`src/rtl/pwd_pkg.sv`:
```
package pwd_pkg;
  // default running-count width
  parameter int unsigned PWD_CNT_W  = 8;
  // flops in each square-wave resynchronizer
  parameter int unsigned PWD_STAGES = 2;
endpackage

```
`src/rtl/pwd_sync.sv`:
```
module pwd_sync #(
  parameter int unsigned WIDTH  = 2,
  parameter int unsigned STAGES = 2
) (
  input  logic             clk,
  input  logic             rst_n,
  input  logic [WIDTH-1:0] d,
  output logic [WIDTH-1:0] q
);
  logic [WIDTH-1:0] chain [STAGES];

  genvar i;
  generate
    for (i = 0; i < STAGES; i++) begin : g_stage
      if (i == 0) begin : g_first
        always_ff @(posedge clk or negedge rst_n)
          if (!rst_n) chain[i] <= '0;
          else        chain[i] <= d;
      end else begin : g_next
        always_ff @(posedge clk or negedge rst_n)
          if (!rst_n) chain[i] <= '0;
          else        chain[i] <= chain[i-1];
      end
    end
  endgenerate

  assign q = chain[STAGES-1];
endmodule

```
`src/rtl/pwd_window.sv`:
```
module pwd_window (
  input  logic clk,
  input  logic rst_n,
  input  logic v_s,
  input  logic c_s,
  output logic win,
  output logic win_close
);
  logic win_q;

  // digital subtract-then-rectify: voltage high, current low
  assign win = v_s & ~c_s;

  always_ff @(posedge clk or negedge rst_n)
    if (!rst_n) win_q <= 1'b0;
    else        win_q <= win;

  assign win_close = win_q & ~win;
endmodule

```
`src/rtl/pwd_accum.sv`:
```
module pwd_accum #(
  parameter int unsigned CNT_W = 8
) (
  input  logic             clk,
  input  logic             rst_n,
  input  logic             tick,
  input  logic             win,
  input  logic             clear,
  output logic [CNT_W-1:0] cnt
);
  localparam logic [CNT_W-1:0] FULL = '1;

  always_ff @(posedge clk or negedge rst_n)
    if (!rst_n)                              cnt <= '0;
    else if (clear)                          cnt <= '0;
    else if (win && tick && (cnt != FULL))   cnt <= cnt + 1'b1;
endmodule

```
`src/rtl/phase_width_digitizer.sv`:
```
module phase_width_digitizer
  import pwd_pkg::*;
#(
  parameter int unsigned CNT_W  = PWD_CNT_W,
  parameter int unsigned STAGES = PWD_STAGES
) (
  input  logic             clk,
  input  logic             rst_n,
  input  logic             chop_tick,
  input  logic             volt_sq,
  input  logic             curr_sq,
  output logic [CNT_W-1:0] phase_count,
  output logic             phase_valid
);
  logic [1:0]       sq_s;
  logic             win_now;
  logic             win_close;
  logic [CNT_W-1:0] run_cnt;

  pwd_sync #(.WIDTH(2), .STAGES(STAGES)) i_sync (
    .clk(clk), .rst_n(rst_n), .d({volt_sq, curr_sq}), .q(sq_s)
  );

  pwd_window i_window (
    .clk(clk), .rst_n(rst_n), .v_s(sq_s[1]), .c_s(sq_s[0]),
    .win(win_now), .win_close(win_close)
  );

  pwd_accum #(.CNT_W(CNT_W)) i_accum (
    .clk(clk), .rst_n(rst_n), .tick(chop_tick), .win(win_now),
    .clear(win_close), .cnt(run_cnt)
  );

  always_ff @(posedge clk or negedge rst_n)
    if (!rst_n) begin
      phase_count <= '0;
      phase_valid <= 1'b0;
    end else begin
      phase_valid <= win_close;
      if (win_close) phase_count <= run_cnt;
    end
endmodule

```
`config.mk`:
```
export PLATFORM = sky130hd
export DESIGN_NAME = phase_width_digitizer
export DESIGN_NICKNAME = d
export VERILOG_FILES = /design/src/rtl/pwd_pkg.sv /design/src/rtl/pwd_sync.sv /design/src/rtl/pwd_window.sv /design/src/rtl/pwd_accum.sv /design/src/rtl/phase_width_digitizer.sv
export SDC_FILE = /design/constraint.sdc
export NUM_CORES = 1
export LEC_CHECK = 0
export BUFFER_PORTS_ARGS = -buffer_cell sky130_fd_sc_hd__buf_2
export CAP_MARGIN = 20
export CELL_PAD_IN_SITES_DETAIL_PLACEMENT = 1
export CELL_PAD_IN_SITES_GLOBAL_PLACEMENT = 1
export CORE_UTILIZATION = 45
export CTS_BUF_LIST = sky130_fd_sc_hd__clkbuf_4 sky130_fd_sc_hd__clkbuf_8
export DETAILED_ROUTE_END_ITERATION = 10
export HOLD_SLACK_MARGIN = 0.03
export PLACE_DENSITY = 0.75
export SLEW_MARGIN = 40
export SYNTH_ARGS = -nofsm -noshare
export SYNTH_HDL_FRONTEND = slang
export SYNTH_SLANG_ARGS = --single-unit
```
`constraint.sdc`:
```
create_clock -name clk -period 4.4 [get_ports clk]
set_input_delay 0.66 -clock clk [delete_from_list [all_inputs] [get_ports clk]]
set_output_delay 0.66 -clock clk [all_outputs]
set_load 0.1 [all_outputs]
```
==> results.py, run 1 <==
metrics = {
    "run_status": {
        "outcome": "finished, final reports clean",
    },
    "drt": {
        "finalWirelength_um": 1600,
        "ant_nets": 0,
        "routed_via_density": 5.69,
        "wire_per_inst_um": 14.7,
        "drt_iter0_drc": 11,
        "vias": 620,
        "drc": 0,
        "dr.pass1.iters": 4,
    },
    "pwr": {
        "p_clk_share_pct": 26.7,
        "intPower_mw": 0.277,
        "p_total_mw": 0.399,
        "combPwrFrac_pct": 17.8,
        "ir_drop_uv": 244,
        "seqPwrFrac_pct": 55.5,
        "power-per-cell-area_nw_per_um2": 398,
        "p_sw_share_pct": 30.4,
        "switching_power_mw": 0.121,
        "p_leak_nw": 0.491,
    },
    "placement": {
        "gp_congestion": 0.679,
        "io_buffers": 13,
        "place_hpwl_um": 1120,
        "dp_slack_ns": 2.57,
        "place_area_um2": 965,
    },
    "cells_and_area": {
        "drive_above_1_share_pct": 34.5,
        "fill_cells": 190,
        "regArea_um2": 551,
        "syn2layout_area_growth_pct": 13.6,
        "multi_input_area_um2": 303,
        "antenna_cells": 0,
        "nets": 91,
        "stdcell_area_um2": 1000,
    },
    "cts": {
        "ctsHtreeMaxLevel": 1,
        "clk-insertion-delay-late_ns": 0.29,
        "post_cts_buffers": 0,
        "cts-root-buf": "clkbuf_4",
        "ctsResizeCount": 0,
        "tritoncts": "done",
        "clk_pin_slew_ns": 0.11,
        "clkSinkCount": 22,
        "cts_buffers": 3,
        "postCtsHoldBufs": 0,
        "clock_path_buffers": 2,
    },
    "logic_synthesis": {
        "synth_top_area_share_pct": 62.5,
        "yosysMostFrequentCell": "dfrtp_1",
        "ys.flop_type": "dfrtp_1",
        "ys_seq_elements": 22,
        "syn_area_um2": 881,
        "ys_async_sr_fraction_pct": 100,
        "synth_cells": 69,
        "ys_warn_count": 0,
        "yosys.cell_types.count": 21,
        "synth_area_per_cell_um2": 12.8,
        "synthTopCellsByArea": "dfrtp_1 63%, mux2_2 10%, o31ai_1 3.4%",
        "synth-edff-count": 0,
        "syn-num-nets": 75,
        "yosysSeqAreaShare_pct": 62.5,
        "synth_largest_area_cell": "dfrtp_1",
        "netlist_top_cells_count": "22 x dfrtp_1, 8 x mux2_2",
    },
    "setup_path": {
        "arrival_ns": 1.96,
        "endpoint_kind": "flip-flop",
        "crit_path_max_fanout": 16,
        "crit_path_start_kind": "flip-flop",
        "critical_path_required_ns": 4.60,
        "crit_type": "reg2reg",
    },
    "sta": {
        "fin_skew_ns": 0.000880,
        "period_minus_slack_ns": 1.76,
        "clock.fmax_ghz": 0.567,
        "worst_pin_slew_ns": 0.586,
        "finalSetupViolations": 0,
        "grt_setup_unrepaired": "false",
        "layout_worst_path_cycle_share_pct": 40.1,
        "tns_ns": 0,
        "slew_headroom_pct": 60.9,
        "slew_violations": 0,
        "fin_ws_ns": 2.64,
        "hold_ws_ns": 0.296,
        "hold_viol_final": 0,
    },
    "floorplan": {
        "fp.dieW_um": 46.2,
        "die_y_um": 46.2,
        "row_count": 15,
        "die_area_um2": 2140,
        "initial_core_util_pct": 49.4,
        "ios": 14,
        "coreArea_um2": 1780,
    },
    "global_route": {
        "grt_pass1_vias": 556,
        "grt_max_degree": 23,
        "grt_overflow": 0,
        "grt_pass1_wl_um": 2490,
        "antenna_found_initial": 0,
        "grt_use_total_pct": 17.1,
    },
    "worst_hold_path": {
        "hold_class": "in2async",
    },
    "flow_run": {
        "maxCapViolCount": 0,
    },
}
area by class of cell:
| type | instances | area share [%] |
|---|---|---|
| clock buffer | 4 | 3.62 |
| inverter | 4 | 1.50 |
| multi-input combinational | 41 | 30.2 |
| sequential | 22 | 55.0 |
| tap | 25 | 3.13 |
| timing repair buffer | 13 | 6.50 |
per-stage QoR:
stage               instances  util, %
floorplan                  69        -
global route              109     56.1
CTS                       109     56.1
finish                    109     56.1
global placement          105     54.1
detailed placement        105     54.1
metal layers:
layer | vias up | wire length (um) | GRT usage [%]
met1 | 318 | 705 | 22.2
li1 | 282 | - | -
met4 | 0 | 30 | 8.82
met2 | 16 | 807 | 27.6
met5 | - | 0 | 0
met3 | 4 | 56 | 2.35
critical path, cell delays in order, from the launching register on:
cell and delay [ns]:
dfrtp_1 0.44, ha_1 0.25, nand4_1 0.12, o21ai_2 0.49, a21oi_1 0.12, a31o_2 0.24
layout by cell type (no fill, tap or decap), types with 2 or more instances in the layout:
cell	Yosys	final
a21oi_1	4	4
or4_1	2	2
mux2_2	8	8
buf_2	1	13
dfrtp_1	22	22
inv_1	4	4
nand3_1	4	4
clkbuf_4	0	3
nand2_1	3	3
o31ai_1	4	4
o21ai_0	4	4
nand4_1	2	2
o211ai_1	2	2
cells by family (layout without fill, tap and decap cells):
family          Yosys count  count (layout)  synth area share, %
flops                    22              22                 62.5
compound gates           16              16                 11.6
simple gates             16              16                 11.1
mux                       8               8                 10.2
buf+inv                   6              21                 3.12
fa+ha+maj                 1               1                 1.42
worst paths after layout:
check | startpoint | end | slack, ns | cells after the start
worst max-delay path | i_accum.cnt[0] | i_accum.cnt[6] | 2.64 | 5
worst min-delay path | rst_n | i_window.win_q | 0.30 | 1
worst max register to register | i_accum.cnt[0] | i_accum.cnt[6] | 2.64 | 5
worst min register to register | i_sync.chain[2] | i_sync.q[0] | 0.37 | 0
max in group asynchronous | rst_n | i_accum.cnt[3] | 3.79 | 1
min in group clk | i_sync.chain[2] | i_sync.q[0] | 0.37 | 0
power by group through the flow:
| stage | clock, mW | sequential (mW) | combinational (mW) |
|---|---|---|---|
| after CTS | 0.111 | 0.221 | 0.0721 |
| after floorplan | 0 | 0.264 | 0.0161 |
| after global routing | 0.118 | 0.223 | 0.0750 |
| after global placement | 0 | 0.224 | 0.0693 |
| after detailed placement | 0 | 0.225 | 0.0716 |
| final | 0.106 | 0.221 | 0.0711 |
sequential cells by signal, indices dropped and copies added, names as in the netlist:
signal and count:
phase_valid 1, i_sync.q 2, i_sync.chain 2, i_accum.cnt 8, phase_count 8, i_window.win_q 1
Note: power is estimated with default switching activity, not from simulation.
==> inputs of run 2 (changes only) <==
Clock period 4.4 ns to 1.7 ns, I/O delays scaled along.
==> results.py, run 2 (same netlist as run 1, synthesis figures left out) <==
metrics = {
    "cells_and_area": {
        "antenna_cells": 0,
        "biggestRegsByFlops": "i_accum.cnt x8, phase_count x8",
        "post-route-util_pct": 61.2,
        "final_common_cell": "dfrtp_1",
        "final-instance-count-excl-fill": 117,
        "multi_input_area_um2": 322,
        "fill_cells": 191,
        "nets": 99,
        "syn2layout_area_growth_pct": 23.9,
        "final_cell_mix": "22 x dfrtp_1, 13 x buf_2, 8 x mux2_2",
        "drive_above_1_share_pct": 40.2,
        "regArea_um2": 551,
    },
    "drt": {
        "vias": 650,
        "drt_iter0_drc": 12,
        "dr.pass1.iters": 4,
        "drc": 0,
        "wire_per_inst_um": 16.2,
        "ant_nets": 0,
        "finalWirelength_um": 1890,
        "routed_via_density": 5.56,
    },
    "placement": {
        "dp_slack_ns": 0.0358,
        "placed_cells": 106,
        "io_buffers": 13,
        "place_hpwl_um": 1220,
        "gp_congestion": 0.768,
    },
    "floorplan": {
        "initial_core_util_pct": 49.4,
        "row_count": 15,
        "ios": 14,
        "die_y_um": 46.2,
        "fp.dieW_um": 46.2,
        "die_area_um2": 2140,
        "coreArea_um2": 1780,
    },
    "setup_path": {
        "crit_path_max_fanout": 5,
        "crit_type": "reg2reg",
        "arrival_ns": 1.88,
        "endpoint_kind": "flip-flop",
        "critical_path_required_ns": 1.93,
        "crit_path_start_kind": "flip-flop",
    },
    "cts": {
        "cts-root-buf": "clkbuf_4",
        "cts_buffers": 3,
        "clock_path_buffers": 2,
        "ctsHtreeMaxLevel": 1,
        "tritoncts": "done",
        "clkSinkCount": 22,
        "clk_pin_slew_ns": 0.12,
        "clk-insertion-delay-late_ns": 0.30,
    },
    "pwr": {
        "power-per-cell-area_nw_per_um2": 1070,
        "ir_drop_uv": 1090,
        "p_total_mw": 1.17,
        "p_leak_nw": 0.530,
    },
    "sta": {
        "slew_headroom_pct": 63.7,
        "hold_viol_final": 0,
        "finalSetupViolations": 0,
        "period_minus_slack_ns": 1.64,
        "fin_skew_ns": 0.00380,
        "layout_worst_path_cycle_share_pct": 96.6,
        "clock.fmax_ghz": 0.609,
        "slew_violations": 0,
        "tns_ns": 0,
        "fin_ws_ns": 0.0576,
        "worst_pin_slew_ns": 0.543,
    },
    "worst_hold_path": {
        "hold_class": "in2reg",
    },
    "global_route": {
        "grt_use_total_pct": 20.1,
        "grt_overflow": 0,
        "grt_pass1_wl_um": 2930,
        "antenna_found_initial": 0,
        "grt_max_degree": 23,
        "grt_pass1_vias": 650,
    },
    "flow_run": {
        "maxCapViolCount": 0,
    },
    "run_status": {
        "outcome": "finished, final reports clean",
    },
}
-- run 2: cell types whose count changed in the layout (fill, tap and decap cells not counted), sizes merged --
cell / previous run / this run
bufinv: 0 / 1
clkbuf: 4 / 3
dlygate4sd3: 0 / 1
buf: 13 / 19
o21ai: 5 / 6
-- run 2: final timing paths --
kind | slack [ns] | start | cells past startpoint | endpoint
max in group asynchronous | 0.96 | rst_n | 2 | i_accum.cnt[1]
worst min register to register | 0.36 | i_sync.chain[2] | 0 | i_sync.q[0]
worst max-delay path | 0.06 | i_accum.cnt[0] | 5 | i_accum.cnt[7]
min in group asynchronous | 0.42 | rst_n | 2 | phase_count[2]
worst max register to register | 0.06 | i_accum.cnt[0] | 5 | i_accum.cnt[7]
worst min-delay path | 0.06 | curr_sq | 1 | i_sync.chain[2]
-- run 2: stage by stage --
stage | hold slack, ns | instance area (um2)
2_1_floorplan | -0.0406 | 881
3_3_place_gp | 0.234 | 972
3_5_place_dp | 0.237 | 972
4_1_cts | 0.0457 | 1030
5_1_grt | 0.0393 | 1090
6_report | 0.0554 | 1090
-- run 2: metal layers --
metal / share of wire (%) / vias to the layer above / global-route usage, %
met4: 0.74 / 0 / 7.06
li1: - / 301 / -
met5: 0 / - / 0
met1: 45 / 333 / 24.9
met2: 52 / 14 / 34.9
met3: 2.6 / 2 / 3.53
-- run 2: report_power, final --
part	total (mW)	internal [mW]	switching, mW	leakage, nW
Sequential	0.570	0.552	0.0184	0.293
Combinational	0.213	0.0535	0.159	0.209
Clock	0.390	0.238	0.152	0.0279
-- run 2: layout make-up --
cell class	count	area share [%]
clock buffers	3	2.06
inverters	4	1.38
well taps	25	2.87
multi-input cells	42	29.5
repair buffers	20	11.0
flip-flops and latches	22	50.5
clock inverters	1	2.75
-- run 2: timing repair --
item | 4_1_cts | 5_1_grt
endpoints found under the hold margin | 22 | 0
gates resized for setup | 0 | 2
endpoints found under the setup margin | 0 | 7
hold buffers | 1 | 0
setup buffers | 0 | 5
-- run 2: worst max-delay path, stage by stage, from the launching register on --
cell and delay (ns):
dfrtp_1 0.43, ha_2 0.23, nand4_1 0.17, o21ai_2 0.12, or4_1 0.48, a21oi_1 0.15
==> inputs of run 3 (changes only) <==
Settings changed: CELL_PAD_IN_SITES_DETAIL_PLACEMENT 1 to 0, CORE_UTILIZATION 45 to 41, PLACE_DENSITY 0.75 to 0.69.
==> results.py, run 3 (same netlist as run 1, synthesis figures left out) <==
metrics = {
    "placement": {
        "placed_cells": 109,
        "dp_slack_ns": 0.0845,
        "io_buffers": 13,
        "place_area_um2": 982,
        "gp_congestion": 0.662,
        "place_hpwl_um": 977,
    },
    "cells_and_area": {
        "fill_cells": 183,
        "post-route-util_pct": 52.6,
        "stdcell_area_um2": 1040,
        "nets": 96,
        "biggestRegsByFlops": "i_accum.cnt x8, phase_count x8",
        "multi_input_area_um2": 310,
        "syn2layout_area_growth_pct": 18.3,
        "final-instance-count-excl-fill": 115,
        "antenna_cells": 0,
        "final_cell_mix": "22 x dfrtp_1, 13 x buf_2, 8 x mux2_2",
        "drive_above_1_share_pct": 34.1,
        "final_common_cell": "dfrtp_1",
        "regArea_um2": 551,
    },
    "cts": {
        "cts-root-buf": "clkbuf_4",
        "clock_path_buffers": 2,
        "cts_buffers": 3,
        "ctsHtreeMaxLevel": 1,
        "clk-insertion-delay-late_ns": 0.29,
        "clk_pin_slew_ns": 0.11,
        "clkSinkCount": 22,
        "tritoncts": "done",
    },
    "setup_path": {
        "r2r-start": "i_accum.cnt[0]",
        "endpoint_kind": "flip-flop",
        "crit_path_max_fanout": 11,
        "crit_path_start_kind": "flip-flop",
        "setup.worst_path.start": "i_accum.cnt[0]",
        "crit_type": "reg2reg",
        "critical_path_required_ns": 1.93,
        "arrival_ns": 1.87,
    },
    "global_route": {
        "grt_overflow": 0,
        "grt_max_degree": 23,
        "antenna_found_initial": 0,
        "grt_pass1_wl_um": 2470,
        "grt_use_total_pct": 14.2,
        "grt_pass1_vias": 556,
    },
    "worst_hold_path": {
        "hold_class": "reg2reg",
        "min_from": "i_sync.chain[3]",
    },
    "sta": {
        "finalSetupViolations": 0,
        "hold_ws_ns": 0.362,
        "period_minus_slack_ns": 1.64,
        "fin_ws_ns": 0.0566,
        "tns_ns": 0,
        "worst_pin_slew_ns": 0.512,
        "slew_headroom_pct": 65.8,
        "clock.fmax_ghz": 0.608,
        "hold_viol_final": 0,
        "layout_worst_path_cycle_share_pct": 96.7,
        "slew_violations": 0,
        "fin_skew_ns": 0.00123,
    },
    "floorplan": {
        "ios": 14,
        "row_count": 16,
        "die_area_um2": 2340,
        "die_y_um": 48.4,
        "fp.dieW_um": 48.4,
        "initial_core_util_pct": 44.4,
        "coreArea_um2": 1980,
    },
    "drt": {
        "ant_nets": 0,
        "dr.pass1.iters": 4,
        "drc": 0,
        "wire_per_inst_um": 12.6,
        "routed_via_density": 5.19,
        "drt_iter0_drc": 9,
        "vias": 597,
        "finalWirelength_um": 1450,
    },
    "pwr": {
        "p_leak_nw": 0.506,
        "p_total_mw": 0.983,
        "power-per-cell-area_nw_per_um2": 943,
        "ir_drop_uv": 863,
    },
    "run_status": {
        "outcome": "finished, final reports clean",
    },
    "flow_run": {
        "maxCapViolCount": 0,
    },
}
[run 3: changes by cell type in the layout (fill, tap and decap cells not counted), sizes merged]
cell,before,now
o21ai,6,5
buf,19,15
bufinv,1,0
dlygate4sd3,1,3
[run 3: repair_timing]
item / CTS / global route
buffers inserted: 0 / 0
resized for setup: 0 / 1
endpoints found under the setup margin: 0 / 3
hold endpoints to repair: 22 / 2
hold buffers: 1 / 2
[run 3: path summary, 6_finish.rpt]
kind / end / slack, ns / cells after the start
setup / recovery: i_accum.cnt[7] / 0.06 / 5
hold / removal: i_sync.q[1] / 0.36 / 0
setup reg to reg: i_accum.cnt[7] / 0.06 / 5
hold reg to reg: i_sync.q[1] / 0.36 / 0
max in group asynchronous: i_accum.cnt[6] / 0.94 / 2
min in group asynchronous: i_window.win_q / 0.43 / 2
[run 3: cell type report]
class	count	share of cell area, %
well taps	27	3.24
repair buffers	18	10.6
inverters	4	1.44
clock buffers	3	2.16
flip-flops and latches	22	52.8
multi-input cells	41	29.8
[run 3: worst max-delay path: stages, from the launching register on]
cell and delay, ns:
dfrtp_1 0.44, ha_1 0.26, nand4_1 0.13, o21ai_4 0.11
or4_1 0.49, a21oi_1 0.16
[run 3: power breakdown]
part           switching [mW]  internal [mW]  total, mW
Sequential             0.0195          0.552      0.571
Clock                   0.141         0.0824      0.223
Combinational           0.146         0.0423      0.188
Total                   0.306          0.677      0.983
[run 3: metal layers]
layer	track usage [%]	vias to the layer above	routed length, um
met3	2.83	2	32
met4	8.82	0	18
met1	18.6	292	701
li1	-	293	-
met2	21.6	10	702
met5	0	-	0
